--- config.mk ---
export PLATFORM = sky130hd
export DESIGN_NAME = qdac_cmd_rx
export DESIGN_NICKNAME = d
export VERILOG_FILES = /design/src/rtl/qdac_pkg.sv /design/src/rtl/qdac_sync_in.sv /design/src/rtl/qdac_frame_rx.sv /design/src/rtl/qdac_regbank.sv /design/src/rtl/qdac_cmd_rx.sv
export SDC_FILE = /design/constraint.sdc
export NUM_CORES = 1
export LEC_CHECK = 0
export ABC_CLOCK_PERIOD_IN_PS = 6400
export BUFFER_PORTS_ARGS = -buffer_cell sky130_fd_sc_hd__buf_2
export CAP_MARGIN = 20
export CORE_ASPECT_RATIO = 0.75
export CORE_MARGIN = 4
export CORE_UTILIZATION = 25
export DETAILED_ROUTE_END_ITERATION = 10
export PLACE_DENSITY = 0.41
export SYNTH_ARGS = -nofsm -noshare
export SYNTH_HDL_FRONTEND = slang
export SYNTH_SLANG_ARGS = --single-unit
--- constraint.sdc ---
create_clock -name clk -period 6.4 [get_ports clk]
set_input_delay 0.96 -clock clk [delete_from_list [all_inputs] [get_ports clk]]
set_output_delay 0.96 -clock clk [all_outputs]
set_load 0.02 [all_outputs]
--- src/rtl/qdac_pkg.sv ---
package qdac_pkg;
  typedef enum logic [1:0] {
    OP_LOAD     = 2'b00,
    OP_LOAD_UPD = 2'b01,
    OP_BCAST    = 2'b10,
    OP_PDOWN    = 2'b11
  } qdac_op_e;
endpackage

--- src/rtl/qdac_sync_in.sv ---
module qdac_sync_in #(
  parameter int W      = 3,
  parameter int STAGES = 2,
  parameter logic [W-1:0] RST_VAL = '1
) (
  input  logic         clk,
  input  logic         rst,
  input  logic [W-1:0] async_i,
  output logic [W-1:0] sync_o
);
  logic [W-1:0] stage_q [STAGES];

  always_ff @(posedge clk) begin
    if (rst) begin
      for (int i = 0; i < STAGES; i++) stage_q[i] <= RST_VAL;
    end else begin
      stage_q[0] <= async_i;
      for (int i = 1; i < STAGES; i++) stage_q[i] <= stage_q[i-1];
    end
  end

  assign sync_o = stage_q[STAGES-1];
endmodule

--- src/rtl/qdac_frame_rx.sv ---
module qdac_frame_rx #(
  parameter int FRAME_BITS = 16
) (
  input  logic                  clk,
  input  logic                  rst,
  input  logic                  sclk_s,
  input  logic                  sync_n_s,
  input  logic                  din_s,
  output logic [FRAME_BITS-1:0] frame_o,
  output logic                  frame_vld_o
);
  localparam int CNT_W = $clog2(FRAME_BITS + 1);
  localparam logic [CNT_W-1:0] FULL = CNT_W'(FRAME_BITS);
  localparam logic [CNT_W-1:0] LAST = CNT_W'(FRAME_BITS - 1);

  logic                  sclk_q;
  logic                  fall;
  logic [CNT_W-1:0]      cnt_q;
  logic [FRAME_BITS-1:0] shreg_q;
  logic [FRAME_BITS-1:0] shreg_nxt;

  assign fall      = sclk_q & ~sclk_s;
  assign shreg_nxt = {shreg_q[FRAME_BITS-2:0], din_s};

  always_ff @(posedge clk) begin
    if (rst) begin
      sclk_q      <= 1'b1;
      cnt_q       <= '0;
      shreg_q     <= '0;
      frame_o     <= '0;
      frame_vld_o <= 1'b0;
    end else begin
      sclk_q      <= sclk_s;
      frame_vld_o <= 1'b0;
      if (sync_n_s) begin
        cnt_q <= '0;
      end else if (fall && (cnt_q < FULL)) begin
        shreg_q <= shreg_nxt;
        cnt_q   <= cnt_q + 1'b1;
        if (cnt_q == LAST) begin
          frame_o     <= shreg_nxt;
          frame_vld_o <= 1'b1;
        end
      end
    end
  end

  // no word completes out of a cycle in which the select is high
  a_r7_no_done_when_deselected: assert property (@(posedge clk) disable iff (rst)
    sync_n_s |=> !frame_vld_o);
  // the bit count saturates at one full word
  a_r8_count_bounded: assert property (@(posedge clk) disable iff (rst)
    cnt_q <= FULL);
  // a completed word is never followed at once by another
  a_r8_single_done: assert property (@(posedge clk) disable iff (rst)
    frame_vld_o |=> !frame_vld_o);
  // a deselect always leaves the count at zero
  a_r9_count_restart: assert property (@(posedge clk) disable iff (rst)
    sync_n_s |=> cnt_q == '0);
endmodule

--- src/rtl/qdac_regbank.sv ---
module qdac_regbank
  import qdac_pkg::*;
#(
  parameter int NCH    = 4,
  parameter int DATA_W = 12,
  parameter int ADDR_W = 2
) (
  input  logic                  clk,
  input  logic                  rst,
  input  logic                  cmd_vld,
  input  logic [ADDR_W-1:0]     cmd_addr,
  input  qdac_op_e              cmd_op,
  input  logic [DATA_W-1:0]     cmd_data,
  output logic [NCH*DATA_W-1:0] codes_o,
  output logic                  pd_o
);
  logic [DATA_W-1:0] in_q  [NCH];
  logic [DATA_W-1:0] out_q [NCH];
  logic              do_upd;

  assign do_upd = cmd_vld && (cmd_op == OP_LOAD_UPD || cmd_op == OP_BCAST);

  for (genvar g = 0; g < NCH; g++) begin : g_ch
    logic              wr_sel;
    logic [DATA_W-1:0] in_nxt;

    assign wr_sel = cmd_vld &&
                    ((cmd_op == OP_BCAST) ||
                     ((cmd_op == OP_LOAD || cmd_op == OP_LOAD_UPD) &&
                      cmd_addr == ADDR_W'(g)));
    assign in_nxt = wr_sel ? cmd_data : in_q[g];

    always_ff @(posedge clk) begin
      if (rst) begin
        in_q[g]  <= '0;
        out_q[g] <= '0;
      end else begin
        if (wr_sel) in_q[g]  <= cmd_data;
        if (do_upd) out_q[g] <= in_nxt;
      end
    end

    assign codes_o[g*DATA_W +: DATA_W] = out_q[g];

    // broadcast lands in every live code one cycle later
    a_r5_bcast_reaches_all: assert property (@(posedge clk) disable iff (rst)
      (cmd_vld && cmd_op == OP_BCAST) |=> out_q[g] == $past(cmd_data));
  end

  always_ff @(posedge clk) begin
    if (rst)          pd_o <= 1'b0;
    else if (cmd_vld) pd_o <= (cmd_op == OP_PDOWN);
  end

  // staging-only write leaves live codes alone and wakes the outputs
  a_r3_load_keeps_codes: assert property (@(posedge clk) disable iff (rst)
    (cmd_vld && cmd_op == OP_LOAD) |=> ($stable(codes_o) && !pd_o));
  // write-and-update wakes the outputs
  a_r4_update_wakes: assert property (@(posedge clk) disable iff (rst)
    (cmd_vld && cmd_op == OP_LOAD_UPD) |=> !pd_o);
  // power-down raises the flag and freezes the codes
  a_r6_pdown_freezes: assert property (@(posedge clk) disable iff (rst)
    (cmd_vld && cmd_op == OP_PDOWN) |=> (pd_o && $stable(codes_o)));
  // without a completed word nothing visible moves
  a_r7_idle_stable: assert property (@(posedge clk) disable iff (rst)
    !cmd_vld |=> ($stable(codes_o) && $stable(pd_o)));
endmodule

--- src/rtl/qdac_cmd_rx.sv ---
module qdac_cmd_rx
  import qdac_pkg::*;
#(
  parameter int NCH         = 4,
  parameter int DATA_W      = 12,
  parameter int SYNC_STAGES = 2
) (
  input  logic                  clk,
  input  logic                  rst,
  input  logic                  ser_clk,
  input  logic                  ser_sync_n,
  input  logic                  ser_din,
  output logic [NCH*DATA_W-1:0] dac_codes,
  output logic                  dac_pd
);
  localparam int ADDR_W     = $clog2(NCH);
  localparam int OP_W       = 2;
  localparam int FRAME_BITS = ADDR_W + OP_W + DATA_W;

  logic [2:0]            pins_s;
  logic [FRAME_BITS-1:0] frame;
  logic                  frame_vld;
  logic [ADDR_W-1:0]     f_addr;
  qdac_op_e              f_op;
  logic [DATA_W-1:0]     f_data;

  qdac_sync_in #(.W(3), .STAGES(SYNC_STAGES), .RST_VAL(3'b111)) u_sync (
    .clk     (clk),
    .rst     (rst),
    .async_i ({ser_clk, ser_sync_n, ser_din}),
    .sync_o  (pins_s)
  );

  qdac_frame_rx #(.FRAME_BITS(FRAME_BITS)) u_frame (
    .clk         (clk),
    .rst         (rst),
    .sclk_s      (pins_s[2]),
    .sync_n_s    (pins_s[1]),
    .din_s       (pins_s[0]),
    .frame_o     (frame),
    .frame_vld_o (frame_vld)
  );

  assign f_addr = frame[FRAME_BITS-1 -: ADDR_W];
  assign f_op   = qdac_op_e'(frame[DATA_W +: OP_W]);
  assign f_data = frame[DATA_W-1:0];

  qdac_regbank #(.NCH(NCH), .DATA_W(DATA_W), .ADDR_W(ADDR_W)) u_bank (
    .clk      (clk),
    .rst      (rst),
    .cmd_vld  (frame_vld),
    .cmd_addr (f_addr),
    .cmd_op   (f_op),
    .cmd_data (f_data),
    .codes_o  (dac_codes),
    .pd_o     (dac_pd)
  );
endmodule

==> metrics.yaml, run 1 <==
hold_viol: 0
muxShareOfSynthArea_pct: 8.822
end_kind: "flip-flop"
syn_inst: 481
hold_depth: 1
synth_area_leader_cell: "edfxtp_1"
cp.arrival_ps: 2620
grt_util_met1_pct: 15.67
worstPathMaxFanout: 48
clkLatencyLatePin_ps: 420
drt_first_pass_iters: 4
max_stage_delay_ps: 600
required_ps: 6520
critPathLaunchType: "primary input"
first_global_vias: 3562
final_common_cell: "edfxtp_1"
yosysWarnings: 0
synth-xor-area-share_pct: 0.3020
place_inst: 798
ctsResizeCount: 0
port_buffers: 53
use_met2_pct: 15.62
routed_wl_um: 13370
min_period_over_period_pct: 39.10
overflow: 0
fin_cells: 834
postPlaceCellArea_mm2: 0.006285
antenna_found_initial: 0
slew_viol_final: 0
numCtsBuffers: 17
total_power_mw: 2.073
outcome: "finished clean"
antenna_cells: 0
p_leak_nw: 2.672
nets: 535
synth_top_family_by_area: "simple AND/OR/NAND/NOR gates"
die_h_um: 139.9
skew_ps: 11.67
met3_usage_pct: 2.981
grt.total_usage_pct: 10.78
io_pins: 54
yosys.area.top_type_share_pct: 49.70
synth_adder_area_share_pct: 0.6471
synth_simple_gate_area_share_pct: 16.13
drt_iter0_drc: 156
via_per_inst: 4.306
final_area_mm2: 0.006975
route.vias.total: 3591
place_ws_ps: 3221
antenna_left: 0
setup_tns_ps: 0
cts-root-buf: "clkbuf_16"
hpwl_um: 8561
period_minus_slack_ps: 2502
fmax_ghz: 0.3997
ir_drop_v: 0.0001672
worstRegToRegCells: 3
post-route-util_pct: 31.05
synthesis.area_mm2: 0.005801
core_area_mm2: 0.02246
crit_type: "primary input to flip-flop"
setup_violations: 0
yosysUniqueCellTypes: 32
holdWs_ps: 413.6
ys_ff_latch: 141
area_growth_pct: 20.25
wl_per_cell_um: 16.03
place.gp.congestion: 0.6941
postCtsSetupRepairBufs: 0
clk_path_buf_depth: 2
p_per_area_mw_per_mm2: 297.1
syn_area_per_cell_um2: 12.06
die_area_mm2: 0.02573
tightest_slew_ps: 1017
synth_compound_area_share_pct: 5.134
rsz0062_at_grt: "false"
cp.depth: 5
die-width_um: 183.9
hold_class: "flip-flop to flip-flop"
start_util_pct: 25.82
cpMaxStageDelayCell: "buf_2"
mostFrequentLayoutCells: "96 x edfxtp_1, 90 x nand2_1, 53 x buf_2, 52 x and2_1, 50 x mux2i_1"
row_count: 47
grt_max_degree: 61
slew_headroom_pct: 32.17
worst_slack_ps: 3898
syn-num-nets: 489
grt_pass1_wl_um: 21070
cp_top_family: "buffers and inverters"
cts-htree-levels: 4
drc: 0
postCtsHoldBufs: 0
synth.area.top_cells: "edfxtp_1 50%, dfxtp_1 16%, mux2i_1 8.6%"
drive_gt1_share_pct: 19.63
seq_area_frac_synth_pct: 65.23
cts_tree: "done"
cts_sinks: 141
crit_buf_inv: 2
path_cells: "buf_2 > and3b_2 > buf_16 > nand2_1 > mux2i_1"
gr-max-usage-layer: "met1"
drv_cap: 0
clkTransAtPathRegs_ps: 60
==> Yosys cell counts <==
master    number
edfxtp_1      96
mux2_2         1
and3_1         1
nand2_1       90
o21ai_0        2
nand4_1        1
mux2i_1       50
and3b_1        1
a21o_1         1
nand3b_1       1
buf_2          8
nor4b_2        1
dfxtp_1       45
clkbuf_1      19
ha_1           3
nor3b_1        1
or3_1          1
nor3_1         1
nor4bb_1       1
buf_6          8
nand3_1       16
and2_1        52
or3b_1         2
or4b_1         1
a21oi_1       36
nand2b_1       2
o21bai_1       4
xnor2_1        2
nor2_1         8
o21ai_1       14
or2_2          8
inv_1          4
==> path summary, 6_finish.rpt <==
kind / start / to / slack (ps)
worst min register to register: u_sync.stage_q[0][0] / u_sync.stage_q[0][3] / 410
worst max register to register: u_frame.frame_o[14] / u_bank.in_q[1][2] / 3970
worst max-delay path: rst / u_bank.out_q[1][2] / 3900
worst min-delay path: u_sync.stage_q[0][0] / u_sync.stage_q[0][3] / 410
==> report_power, final <==
| part | switching, mW | internal [mW] | total, mW |
|---|---|---|---|
| sequential | 0.00819 | 0.993 | 1.00 |
| combinational | 0.0391 | 0.0144 | 0.0535 |
| clock | 0.399 | 0.619 | 1.02 |
| total | 0.447 | 1.63 | 2.07 |
==> sequential cells by signal, summed over array words and instances (netlist names) <==
name and cells:
u_frame.cnt_q 5, u_bank.pd_o 1, u_frame.sclk_q 1, u_sync.stage_q 6, u_bank.in_q 48, u_frame.shreg_q 15, u_frame.frame_o 16, u_bank.out_q 48
u_frame.frame_vld_o 1
==> cell families after synthesis <==
logic type | Yosys count
AND/OR/NAND/NOR | 188
multiplexers | 51
buffers and inverters | 39
XOR/XNOR | 2
AO/OA/AOI/OAI | 57
flip-flops | 141
adder cells (fa/ha/maj) | 3
==> per-layer routing <==
metal | part of all wire [%] | up-vias | wire, µm
met5 | 0 | - | 0
met4 | 1.1 | 0 | 144
met3 | 4.9 | 11 | 656
met2 | 44 | 69 | 5914
met1 | 50 | 1741 | 6653
li1 | - | 1770 | -
==> cell type report <==
class                           count  area [µm²]
Fill cell                        2288       15490
Sequential cell                   141        3784
Multi-Input combinational cell    301        1815
Clock buffer                       17       425.4
Timing Repair Buffer               62       385.4
Tap cell                          294       367.9
Clock inverter                     15       182.7
Inverter                            4       15.01
==> worst register-to-register path, stage by stage (launching register included) <==
cell and delay, ps:
dfxtp_1 370, or3b_1 380, and2_1 500, o21bai_2 800
(Power assumes the default switching activity.)
==> inputs of run 2 (changes only) <==
- ABC_CLOCK_PERIOD_IN_PS: 6400 -> 2200
- PLACE_DENSITY: 0.41 -> 0.43
- clock period: 6.4 -> 2.2 ns (I/O delays scaled with it)
==> run 2 against run 1 <==
Worst hold slack worse by 330 ps. Critical endpoint is now u_bank.out_q[2][0]. Clock power rose to 2.8 times the previous value. Highest routed layer unchanged. Clock skew up 4.4 ps. Sequential power rose to 2.9 times the previous value. Largest power group is now registers. Non-clock buffer count up 13. First-iteration DRC count up 56%. Critical path depth unchanged. Register-to-register slack worse by 3700 ps.
==> metrics.yaml, run 2 (synthesis results as in run 1) <==
grt_max_degree: 47
hpwl_um: 8555
place_ws_ps: 234.2
critPathLaunchType: "flip-flop"
slew_viol_final: 0
fin_cells: 845
postPlaceCellArea_mm2: 0.006421
cts-htree-levels: 4
cts_sinks: 141
tightest_slew_ps: 497.0
post-route-util_pct: 31.15
cp.arrival_ps: 2180
ctsResizeCount: 0
place.gp.congestion: 0.7330
routed_wl_um: 12210
drt_first_pass_iters: 4
postCtsHoldBufs: 0
via_per_inst: 4.163
slew_headroom_pct: 66.80
setup_tns_ps: 0
place_inst: 815
final_common_cell: "edfxtp_1"
cts-root-buf: "clkbuf_16"
holdWs_ps: 87.97
clkTransAtPathRegs_ps: 60
start_util_pct: 25.82
core_area_mm2: 0.02246
min_period_over_period_pct: 88.09
end_kind: "flip-flop"
nets: 548
port_buffers: 53
hold_class: "primary input to flip-flop"
total_power_mw: 5.891
period_minus_slack_ps: 1938
skew_ps: 16.07
die_area_mm2: 0.02573
r2r_slack_ps: 260
hold_start: "ser_clk"
antenna_left: 0
row_count: 47
rr_endpoint: "u_bank.out_q[2][0]"
drv_cap: 0
antenna_found_initial: 0
first_global_vias: 3495
crit_type: "flip-flop to flip-flop"
worst_slack_ps: 262.1
hold_viol: 0
numCtsBuffers: 17
mostFrequentLayoutCells: "96 x edfxtp_1, 90 x nand2_1, 53 x buf_2, 52 x and2_1, 50 x mux2i_1"
setup_violations: 0
required_ps: 2450
die-width_um: 183.9
drt_iter0_drc: 243
p_leak_nw: 2.713
drive_gt1_share_pct: 20.87
area_growth_pct: 20.64
hold_depth: 2
worstPathMaxFanout: 27
clkLatencyLatePin_ps: 420
antenna_cells: 0
ir_drop_v: 0.0004446
p_per_area_mw_per_mm2: 841.8
drc: 0
wl_per_cell_um: 14.45
r2r_start: "u_frame.frame_o[13]"
clk_path_buf_depth: 2
outcome: "finished clean"
fmax_ghz: 0.5160
worstRegToRegCells: 5
overflow: 0
hold_end: "u_sync.stage_q[0][2]"
final_area_mm2: 0.006998
io_pins: 54
postCtsSetupRepairBufs: 0
grt_pass1_wl_um: 19930
largestRegisters: "u_bank.in_q x48, u_bank.out_q x48, u_frame.frame_o x16"
grt.total_usage_pct: 10.04
die_h_um: 139.9
cts_tree: "done"
rsz0062_at_grt: "false"
route.vias.total: 3518
[run 2: changes by cell type in the layout (fill, tap and decap cells not counted), sizes merged]
cell / previous run / this run
clkinvlp: 3 / 1
buf: 62 / 75
inv: 10 / 5
clkinv: 3 / 7
clkbuf: 17 / 18
[run 2: metal layers]
| layer | GRT usage [%] | part of all wire (%) |
|---|---|---|
| met5 | 0 | 0 |
| met3 | 3.318 | 4.6 |
| met2 | 13.60 | 43 |
| met1 | 15.08 | 53 |
| met4 | 3.034 | 0.33 |
[run 2: worst max path at each step]
stage | from | endpoint | slack [ps]
6_report | u_frame.frame_o[13] | u_bank.out_q[2][0] | 260
5_1_grt | u_frame.frame_o[13] | u_bank.out_q[2][0] | 50
4_1_cts | u_frame.frame_o[13] | u_bank.out_q[2][0] | 210
3_5_place_dp | u_frame.frame_o[13] | u_bank.out_q[2][0] | 230
3_3_place_gp | u_frame.frame_o[13] | u_bank.out_q[2][0] | 310
2_1_floorplan | u_frame.frame_o[13] | u_bank.in_q[2][0] | 60
[run 2: layout make-up]
cell class,count,area (µm²)
sequential,141,3784
timing repair buffer,75,442.9
inverter,4,15.01
clock inverter,12,147.6
fill,2317,15470
multi-input combinational,301,1812
tap,294,367.9
clock buffer,18,429.2
[run 2: worst max-delay path: stages, from the launching register on]
cell and delay, ps:
dfxtp_1 350, ha_1 310, and3b_2 470, buf_4 360
nand2_1 80, mux2i_1 180
[run 2: where the power goes]
| group | internal [mW] | switching (mW) | leakage (nW) |
|---|---|---|---|
| clock | 1.76 | 1.07 | 0.283 |
| combinational | 0.0453 | 0.108 | 1.07 |
| sequential | 2.89 | 0.0205 | 1.36 |
